--- src/rtl/pic_pkg.sv ---
package pic_pkg;
  localparam int unsigned ADDR_W   = 32;
  localparam int unsigned WIN_W    = 12;
  localparam logic [WIN_W-1:0] WIN_BASE = 12'hFEE;

  // Interrupt window decode: upper address bits select the message window.
  function automatic logic in_msi_window(input logic [ADDR_W-1:0] addr);
    return addr[ADDR_W-1 -: WIN_W] == WIN_BASE;
  endfunction
endpackage

--- src/rtl/pic_msi_decode.sv ---
module pic_msi_decode #(
  parameter int unsigned VEC_W = 8
) (
  input  logic                      wr_valid,
  input  logic [pic_pkg::ADDR_W-1:0] wr_addr,
  input  logic [VEC_W-1:0]          wr_vector,
  output logic                      accept,
  output logic [VEC_W-1:0]          accept_vec
);
  assign accept     = wr_valid && pic_pkg::in_msi_window(wr_addr);
  assign accept_vec = wr_vector;
endmodule

--- src/rtl/pic_pend_bitmap.sv ---
module pic_pend_bitmap #(
  parameter int unsigned VEC_W  = 8,
  parameter int unsigned WORD_W = 64,
  localparam int unsigned NVEC   = 1 << VEC_W,
  localparam int unsigned NWORDS = NVEC / WORD_W,
  localparam int unsigned WSEL_W = $clog2(NWORDS)
) (
  input  logic              clk,
  input  logic              rst_n,
  input  logic              set_en,
  input  logic [VEC_W-1:0]  set_vec,
  input  logic              xchg_req,
  input  logic [WSEL_W-1:0] xchg_word,
  output logic [WORD_W-1:0] xchg_data,
  output logic [NVEC-1:0]   pend_bits,
  output logic              pend_next_any
);
  function automatic logic [NVEC-1:0] vec_onehot(input logic [VEC_W-1:0] v);
    logic [NVEC-1:0] m;
    m = '0;
    m[v] = 1'b1;
    return m;
  endfunction

  logic [NVEC-1:0] pend_q;
  logic [NVEC-1:0] clr_mask;
  logic [NVEC-1:0] set_mask;
  logic [NVEC-1:0] pend_d;

  for (genvar w = 0; w < NWORDS; w++) begin : g_word
    assign clr_mask[w*WORD_W +: WORD_W] =
      {WORD_W{xchg_req && (xchg_word == WSEL_W'(w))}};
  end

  assign set_mask      = set_en ? vec_onehot(set_vec) : '0;
  // Set after clear: a same-cycle write survives the exchange.
  assign pend_d        = (pend_q & ~clr_mask) | set_mask;
  assign pend_next_any = |pend_d;
  assign xchg_data     = pend_q[xchg_word*WORD_W +: WORD_W];
  assign pend_bits     = pend_q;

  always_ff @(posedge clk) begin
    if (!rst_n) pend_q <= '0;
    else        pend_q <= pend_d;
  end
endmodule

--- src/rtl/pic_notify_ctrl.sv ---
module pic_notify_ctrl #(
  parameter int unsigned VEC_W = 8
) (
  input  logic             clk,
  input  logic             rst_n,
  input  logic             pend_next_any,
  input  logic             flag_clr,
  input  logic             suppress,
  input  logic [VEC_W-1:0] notify_vec_cfg,
  output logic             fire,
  output logic             flag_q,
  output logic             notify_valid,
  output logic [VEC_W-1:0] notify_vector
);
  logic flag_free;

  assign flag_free = !flag_q || flag_clr;
  assign fire      = flag_free && !suppress && pend_next_any;

  always_ff @(posedge clk) begin
    if (!rst_n) begin
      flag_q        <= 1'b0;
      notify_valid  <= 1'b0;
      notify_vector <= '0;
    end else begin
      notify_valid <= fire;
      if (fire) begin
        flag_q        <= 1'b1;
        notify_vector <= notify_vec_cfg;
      end else if (flag_clr) begin
        flag_q <= 1'b0;
      end
    end
  end
endmodule

--- src/rtl/pic_coalesce_top.sv ---
module pic_coalesce_top #(
  parameter int unsigned VEC_W  = 8,
  parameter int unsigned WORD_W = 64,
  localparam int unsigned NVEC   = 1 << VEC_W,
  localparam int unsigned NWORDS = NVEC / WORD_W,
  localparam int unsigned WSEL_W = $clog2(NWORDS)
) (
  input  logic                       clk,
  input  logic                       rst_n,
  input  logic                       wr_valid,
  input  logic [pic_pkg::ADDR_W-1:0] wr_addr,
  input  logic [VEC_W-1:0]           wr_vector,
  input  logic                       xchg_req,
  input  logic [WSEL_W-1:0]          xchg_word,
  output logic [WORD_W-1:0]          xchg_data,
  input  logic                       flag_clr,
  input  logic                       suppress,
  input  logic [VEC_W-1:0]           notify_vec_cfg,
  output logic                       notify_valid,
  output logic [VEC_W-1:0]           notify_vector,
  output logic                       flag_out
);
  logic             wr_accept;
  logic [VEC_W-1:0] accept_vec;
  logic [NVEC-1:0]  pend_bits;
  logic             pend_next_any;
  logic             pend_empty;
  logic             fire;

  pic_msi_decode #(.VEC_W(VEC_W)) u_decode (
    .wr_valid   (wr_valid),
    .wr_addr    (wr_addr),
    .wr_vector  (wr_vector),
    .accept     (wr_accept),
    .accept_vec (accept_vec)
  );

  pic_pend_bitmap #(.VEC_W(VEC_W), .WORD_W(WORD_W)) u_bitmap (
    .clk           (clk),
    .rst_n         (rst_n),
    .set_en        (wr_accept),
    .set_vec       (accept_vec),
    .xchg_req      (xchg_req),
    .xchg_word     (xchg_word),
    .xchg_data     (xchg_data),
    .pend_bits     (pend_bits),
    .pend_next_any (pend_next_any)
  );

  pic_notify_ctrl #(.VEC_W(VEC_W)) u_notify (
    .clk            (clk),
    .rst_n          (rst_n),
    .pend_next_any  (pend_next_any),
    .flag_clr       (flag_clr),
    .suppress       (suppress),
    .notify_vec_cfg (notify_vec_cfg),
    .fire           (fire),
    .flag_q         (flag_out),
    .notify_valid   (notify_valid),
    .notify_vector  (notify_vector)
  );

  assign pend_empty = ~|pend_bits;
endmodule

--- config.mk ---
export PLATFORM = sky130hd
export DESIGN_NAME = pic_coalesce_top
export DESIGN_NICKNAME = d
export VERILOG_FILES = /design/src/rtl/pic_pkg.sv /design/src/rtl/pic_msi_decode.sv /design/src/rtl/pic_pend_bitmap.sv /design/src/rtl/pic_notify_ctrl.sv /design/src/rtl/pic_coalesce_top.sv
export SDC_FILE = /design/constraint.sdc
export NUM_CORES = 1
export LEC_CHECK = 0
export BUFFER_PORTS_ARGS = -buffer_cell sky130_fd_sc_hd__buf_2
export CAP_MARGIN = 5
export CORE_AREA = 2 2 105 209
export DETAILED_ROUTE_END_ITERATION = 6
export DIE_AREA = 0 0 107 211
export GPL_ROUTABILITY_DRIVEN = 0
export PLACE_DENSITY = 0.85
export SLEW_MARGIN = 5
export SYNTH_ARGS = -nofsm -noshare
export SYNTH_HDL_FRONTEND = slang
export SYNTH_SLANG_ARGS = --single-unit
--- constraint.sdc ---
create_clock -name clk -period 7.6 [get_ports clk]
set_input_delay 0.76 -clock clk [delete_from_list [all_inputs] [get_ports clk]]
set_output_delay 0.76 -clock clk [all_outputs]
set_load 0.01 [all_outputs]
==> flow_metrics.py, run 1 <==
metrics = {
    "floorplanning": {
        "row_count": 75,
        "die_h_um": 211,
        "start_util_pct": 63.6,
        "core_area_um2": 20900,
        "ios": 130,
        "dieArea_um2": 22600,
        "die_w_um": 107,
    },
    "timing": {
        "drv_slew": 0,
        "hold_violations": 0,
        "period_minus_slack_ns": 4.37,
        "fin_crit_sh_pct": 57.5,
        "setup_viol": 0,
        "rsz0062_at_grt": "false",
        "worst_pin_slew_ns": 1.39,
        "setup_tns_ns": 0,
        "fmax_mhz": 229,
        "finClkSkew_ns": 0.0113,
        "slew_headroom_pct": 6.87,
    },
    "setup_path": {
        "crit_path_end_kind": "flop",
        "arrival_ns": 4.84,
        "slowest_stage": "a211oi_2",
        "crit_fanout": 17,
        "rrSetupSlack_ns": 3.76,
        "cp.required_ns": 8.07,
        "crit_path_cell_trace": "buf_2, nor2b_1, nand2_2, nor2_2, a32o_1, nor2_1, a21oi_1, nor4_4, a211oi_2, mux2i_1",
        "cpPeakStageDelay_ns": 1.00,
        "critical_path_class": "input pin to flop",
        "start_kind": "input pin",
    },
    "detailed_routing": {
        "dr_total_vias": 13000,
        "drc": 0,
        "via_per_inst": 7.62,
        "finalWirelength_um": 50000,
        "drtIter0Drc": 2096,
        "drt-pass1-iter-count": 7,
        "antenna_left": 0,
        "wl_per_cell_um": 29.2,
    },
    "synth": {
        "synth_commonest_cells": "266 x dfxtp_1, 247 x nor2b_1, 241 x a22oi_1, 106 x clkbuf_1, 76 x nand2_1",
        "ys_seq_elements": 266,
        "synth_top_area_cell": "dfxtp_1",
        "yosysSeqAreaShare_pct": 40.0,
        "yosysMostFrequentCell": "dfxtp_1",
        "synth_cell_types": 69,
        "ys.flop_type": "dfxtp_1",
        "ys.warnings.count": 0,
        "avgSynthCellArea_um2": 9.52,
        "synth_top_area_share_pct": 40.0,
        "synth_edf_count": 0,
        "synth_area_leaders": "dfxtp_1 40%, a22oi_1 14%, nor2b_1 12%, mux4_2 11%, clkbuf_1 3.0%",
        "syn_area_um2": 13300,
        "syn-instance-count": 1399,
        "syn_nets": 1455,
        "async_flop_share_pct": 0,
    },
    "pwr": {
        "power.leakage_nw": 5.06,
        "irDropWorstVdd_uv": 232,
        "power.density_nw_per_um2": 204,
    },
    "place": {
        "dp_hpwl_um": 31900,
        "place_area_um2": 13900,
        "placed_cells": 1665,
        "io_buffers": 109,
    },
    "global_routing": {
        "globalRouteTotalUtil_pct": 43.8,
        "grt_pass1_vias": 12300,
        "grt_overflow_total": 0,
        "grt_first_pass_wirelength_um": 73700,
        "grt_max_degree": 151,
        "grt_antenna_before_repair": 3,
    },
    "final_layout": {
        "finalInstanceArea_um2": 14800,
        "instances_no_fill": 1709,
        "fillers": 1509,
        "area_delta_synth_final_pct": 11.3,
        "multi_input_area_um2": 7450,
        "nets": 1477,
        "regArea_um2": 5330,
        "drive_gt1_share_pct": 19.0,
    },
    "clock_network": {
        "cts_buffer_depth": 3,
        "cts_resized": 0,
        "cts.hold.buffers_added": 0,
        "cts_tree": "built",
        "numCtsBuffers": 22,
        "clkTransAtPathRegs_ns": 0.07,
        "worstSkewPairLatency_ns": 0.54,
        "cts_root_buffer": "clkbuf_16",
        "cts_setup_buffers": 0,
        "htree_levels": 1,
        "cts_num_sinks": 266,
    },
    "worst_hold_path": {
        "min_path_type": "flop to flop",
    },
    "flow_run": {
        "max_cap_violations": 0,
    },
    "run_status": {
        "status": "finished, final reports clean",
    },
}
==> flip-flops by register name (all words and copies together) (netlist names) <==
register	flops
u_notify.notify_vector	8
u_bitmap.pend_bits	256
u_notify.notify_valid	1
u_notify.flag_q	1
==> routing by layer <==
metal	routed length, um	part of all wire (%)	track usage [%]
met2	22700	46	68.1
met4	5620	11	37.5
met1	15700	31	49.0
met3	5880	12	12.1
met5	0	0	0
==> path summary, 6_finish.rpt <==
path / from / end / cells after the start
hold reg to reg: u_notify.notify_vector[3] / u_notify.notify_vector[3] / 2
hold / removal: u_notify.notify_vector[3] / u_notify.notify_vector[3] / 2
setup reg to reg: u_bitmap.pend_bits[97] / u_notify.notify_valid / 9
setup / recovery: wr_vector[7] / u_notify.notify_vector[5] / 10
==> logic make-up after synthesis <==
| logic type | share of synthesized area (%) |
|---|---|
| buffers and inverters | 4.42 |
| AO/OA/AOI/OAI | 19.6 |
| AND/OR/NAND/NOR | 24.3 |
| XOR/XNOR | 0.132 |
| adder cells (fa/ha/maj) | 0.0752 |
| flip-flops | 40.0 |
| multiplexers | 11.5 |
==> stage by stage <==
stage / setup slack [ns] / total power (W) / hold WS [ns] / util [%]
2_1_floorplan: 4.55 / 0.00157 / 0.451 / -
3_3_place_gp: 3.03 / 0.00162 / 0.440 / 66.4
4_1_cts: 3.45 / 0.00300 / 0.458 / 70.7
5_1_grt: 3.01 / 0.00307 / 0.457 / 70.8
6_report: 3.23 / 0.00302 / 0.460 / 70.8
3_5_place_dp: 2.91 / 0.00163 / 0.447 / 66.4
==> report_power, final <==
part	total [W]	switching, W	internal (W)
combinational	0.000206	0.000139	0.0000674
clock	0.00142	0.000545	0.000871
sequential	0.00140	0.00000162	0.00140
==> placed cells by master (no fill, tap or decap), drive strengths merged, types with 13 or more instances in the layout <==
master,instances
clkbuf,25
nor4,54
o21ai,26
mux4,64
nand3,22
nor2b,248
nand4,20
and2,13
nand2b,14
nand2,78
nor2,55
buf,140
dfxtp,266
nor3,22
a22oi,242
==> worst max-delay path, delay by kind of cell <==
family,cells,cell delay [ns]
AND/OR/NAND/NOR,5,2.03
AO/OA/AOI/OAI,3,1.50
multiplexers,1,0.28
buffers and inverters,1,0.25
==> final cells by class <==
cell class                      instances  area share (%)
Inverter                                2          0.0507
Multi-Input combinational cell        989            50.3
Timing Repair Buffer                  140            5.31
Sequential cell                       266            35.9
Tap cell                              269            2.27
Antenna cell                            3          0.0507
Clock buffer                           25            4.00
Clock inverter                         15            2.10
Power figures use the tool's default switching activity.
==> run 2, diff against run 1 <==
--- a/config.mk
+++ b/config.mk
@@ -5,13 +5,14 @@
 export SDC_FILE = /design/constraint.sdc
 export NUM_CORES = 1
 export LEC_CHECK = 0
+export ABC_AREA = 1
 export BUFFER_PORTS_ARGS = -buffer_cell sky130_fd_sc_hd__buf_2
 export CAP_MARGIN = 5
-export CORE_AREA = 2 2 105 209
+export CORE_AREA = 2 2 117 233
 export DETAILED_ROUTE_END_ITERATION = 6
-export DIE_AREA = 0 0 107 211
+export DIE_AREA = 0 0 119 235
 export GPL_ROUTABILITY_DRIVEN = 0
-export PLACE_DENSITY = 0.85
+export PLACE_DENSITY = 0.75
 export SLEW_MARGIN = 5
 export SYNTH_ARGS = -nofsm -noshare
 export SYNTH_HDL_FRONTEND = slang
==> constraint.sdc (replaced) <==
create_clock -name clk -period 3.6 [get_ports clk]
set_input_delay 0.36 -clock clk [delete_from_list [all_inputs] [get_ports clk]]
set_output_delay 0.36 -clock clk [all_outputs]
set_load 0.01 [all_outputs]
==> run 2 against run 1 <==
Compared with the run above: clock power is 110% higher; sequential power is 110% higher; sequential cell count is the same; power increased by 110%; non-clock buffer count is 18 higher; design area increased by 6.4%; first-iteration DRC count fell by 6.0%; global-route usage is 8.5 points lower; the run now ends with design-rule violations left; clock skew increased by 0.0023 ns; combinational power up 66%; largest cell class unchanged; worst setup slack got worse by 2.3 ns; die area grew 24%; critical endpoint is now u_notify.flag_q.
==> flow_metrics.py, run 2 <==
metrics = {
    "clock_network": {
        "numCtsBuffers": 24,
        "cts.hold.buffers_added": 0,
        "worstSkewPairLatency_ns": 0.56,
        "cts_buffer_depth": 3,
        "cts_num_sinks": 266,
        "cts_resized": 0,
        "cts_root_buffer": "clkbuf_16",
        "clkTransAtPathRegs_ns": 0.06,
        "cts_setup_buffers": 0,
        "cts_tree": "built",
        "htree_levels": 1,
    },
    "setup_path": {
        "timing.rr.start": "u_bitmap.pend_bits[170]",
        "crit_fanout": 17,
        "arrival_ns": 3.11,
        "crit_start": "wr_vector[2]",
        "critical_path_class": "input pin to flop",
        "cp.required_ns": 4.00,
        "crit_path_end_kind": "flop",
        "start_kind": "input pin",
    },
    "synth": {
        "syn-instance-count": 2320,
        "synth_top_area_share_pct": 38.2,
        "yosysMostFrequentCell": "nand2_1",
        "synth_cell_types": 21,
        "synth-compound-area-share_pct": 15.5,
        "synth_xor_xnor_area_share_pct": 0,
        "ys.flop_type": "dfxtp_1",
        "avgSynthCellArea_um2": 6.00,
        "synth_area_leaders": "dfxtp_1 38%, nand2_1 24%, nor2_1 12%, a21oi_1 6.3%, a22oi_1 5.9%",
        "yosysSeqAreaShare_pct": 38.2,
        "async_flop_share_pct": 0,
        "ys.warnings.count": 0,
        "synth_top_area_cell": "dfxtp_1",
        "syn_area_um2": 13900,
        "synth_commonest_cells": "891 x nand2_1, 462 x nor2_1, 266 x dfxtp_1, 175 x a21oi_1, 151 x inv_1",
        "synth_top_family_by_area": "simple AND/OR/NAND/NOR gates",
        "ys_seq_elements": 266,
        "synth_edf_count": 0,
        "syn_nets": 2376,
        "synth.area.mux_share_pct": 0,
        "synth-simple-area-share_pct": 38.0,
        "synthAdderAreaFrac_pct": 0,
    },
    "final_layout": {
        "final_common_cell": "nand2_1",
        "instances_no_fill": 2737,
        "largest_reg_flops": 256,
        "finalInstanceArea_um2": 15800,
        "regArea_um2": 5330,
        "drive_gt1_share_pct": 9.07,
        "final_cell_mix": "887 x nand2_1, 459 x nor2_1, 266 x dfxtp_1",
        "nets": 2431,
        "area_delta_synth_final_pct": 13.1,
        "multi_input_area_um2": 7490,
        "fillers": 2494,
    },
    "pwr": {
        "power_w": 0.00630,
        "irDropWorstVdd_uv": 423,
        "power.leakage_nw": 7.34,
        "power.density_nw_per_um2": 400,
    },
    "timing": {
        "hold_violations": 0,
        "period_minus_slack_ns": 2.71,
        "setup_tns_ns": 0,
        "slew_headroom_pct": 20.2,
        "setup_viol": 0,
        "rsz0062_at_grt": "false",
        "fin_crit_sh_pct": 75.4,
        "finClkSkew_ns": 0.0136,
        "drv_slew": 0,
        "worst_pin_slew_ns": 1.20,
        "fmax_mhz": 368,
    },
    "global_routing": {
        "globalRouteTotalUtil_pct": 35.3,
        "grt_antenna_before_repair": 2,
        "grt_first_pass_wirelength_um": 77500,
        "grt_overflow_total": 0,
        "grt_max_degree": 259,
        "grt_pass1_vias": 14400,
    },
    "run_status": {
        "status": "finished, violations left",
        "violations": "design-rule violations",
    },
    "worst_hold_path": {
        "hold_path.startpoint": "flag_clr",
        "min_path_type": "input pin to flop",
    },
    "floorplanning": {
        "ios": 130,
        "dieArea_um2": 28000,
        "die_h_um": 235,
        "core_area_um2": 26200,
        "start_util_pct": 53.2,
        "die_w_um": 119,
        "row_count": 84,
    },
    "detailed_routing": {
        "wl_per_cell_um": 18.5,
        "via_per_inst": 5.68,
        "dr_total_vias": 15500,
        "drt-pass1-iter-count": 7,
        "antenna_left": 0,
        "finalWirelength_um": 50600,
        "drtIter0Drc": 1971,
        "drc": 3,
    },
    "place": {
        "place_area_um2": 14900,
        "placed_cells": 2693,
        "io_buffers": 109,
        "dp_hpwl_um": 33300,
    },
    "flow_run": {
        "max_cap_violations": 0,
    },
}
## run 2: changes by cell type in the layout (fill, tap and decap cells not counted), moves of 50 or more
cell | previous run | this run
a21oi_1 | 12 | 175
nand2_1 | 75 | 887
mux4_2 | 64 | 0
a22oi_1 | 241 | 110
nor2_1 | 49 | 459
o21ai_0 | 24 | 89
inv_1 | 2 | 150
nor4_1 | 50 | 0
nor2b_1 | 247 | 0
## run 2: kinds of logic (layout without fill, tap and decap cells)
group / Yosys count / in the layout
AOI/OAI and AO/OA: 376 / 376
buffers and inverters: 286 / 358
DFF: 266 / 266
other: 0 / 1
and+or+nand+nor: 1392 / 1392
## run 2: area by class of cell
type / instances / share of cell area (%)
sequential: 266 / 33.8
clock inverter: 11 / 1.46
multi-input combinational: 1768 / 47.5
antenna: 1 / 0.0159
clock buffer: 32 / 4.26
tap: 344 / 2.73
timing repair buffer: 158 / 6.43
inverter: 157 / 3.77
## run 2: per-layer routing
metal | vias to the layer above | wire (um) | GRT usage, %
met5 | - | 15 | 0
met4 | 2 | 4490 | 27.2
met3 | 248 | 4720 | 6.07
met2 | 859 | 23200 | 56.6
met1 | 7055 | 18200 | 41.6
li1 | 7374 | - | -
## run 2: stage by stage
step	utilization, %	hold WS (ns)	setup slack, ns
after global routing	60.2	0.105	0.644
final	60.2	0.0713	0.885
after global placement	56.8	0.464	0.427
after CTS	60.2	0.0810	0.940
after floorplan	-	0.466	1.51
after detailed placement	56.8	0.467	0.387
## run 2: power by group
part	switching [W]	leakage, nW	total [W]	internal (W)
Combinational	0.000281	4.75	0.000341	0.0000601
Clock	0.00120	0.443	0.00301	0.00181
Sequential	0.0000000156	2.14	0.00294	0.00294
## run 2: worst paths after layout
path	endpoint	slack, ns	cells past startpoint
worst max-delay path	u_notify.flag_q	0.89	18
worst min-delay path	u_notify.flag_q	0.07	4
worst max register to register	u_notify.flag_q	1.52	12
worst min register to register	u_notify.notify_vector[5]	0.48	2
## run 2: critical path: stages
cell     delay (ns)
buf_2          0.14
inv_1          0.06
nand2_1        0.13
inv_1          0.07
nand2_1        0.58
inv_1          0.25
nand2_1        0.11
o21ai_0        0.12
nor2_1         0.15
nand2_1        0.07
nor2_1         0.18
nand2_1        0.15
nor2_1         0.11
nand2_1        0.05
nor2_1         0.11
nand2_2        0.22
nand2_1        0.17
a21oi_2        0.06
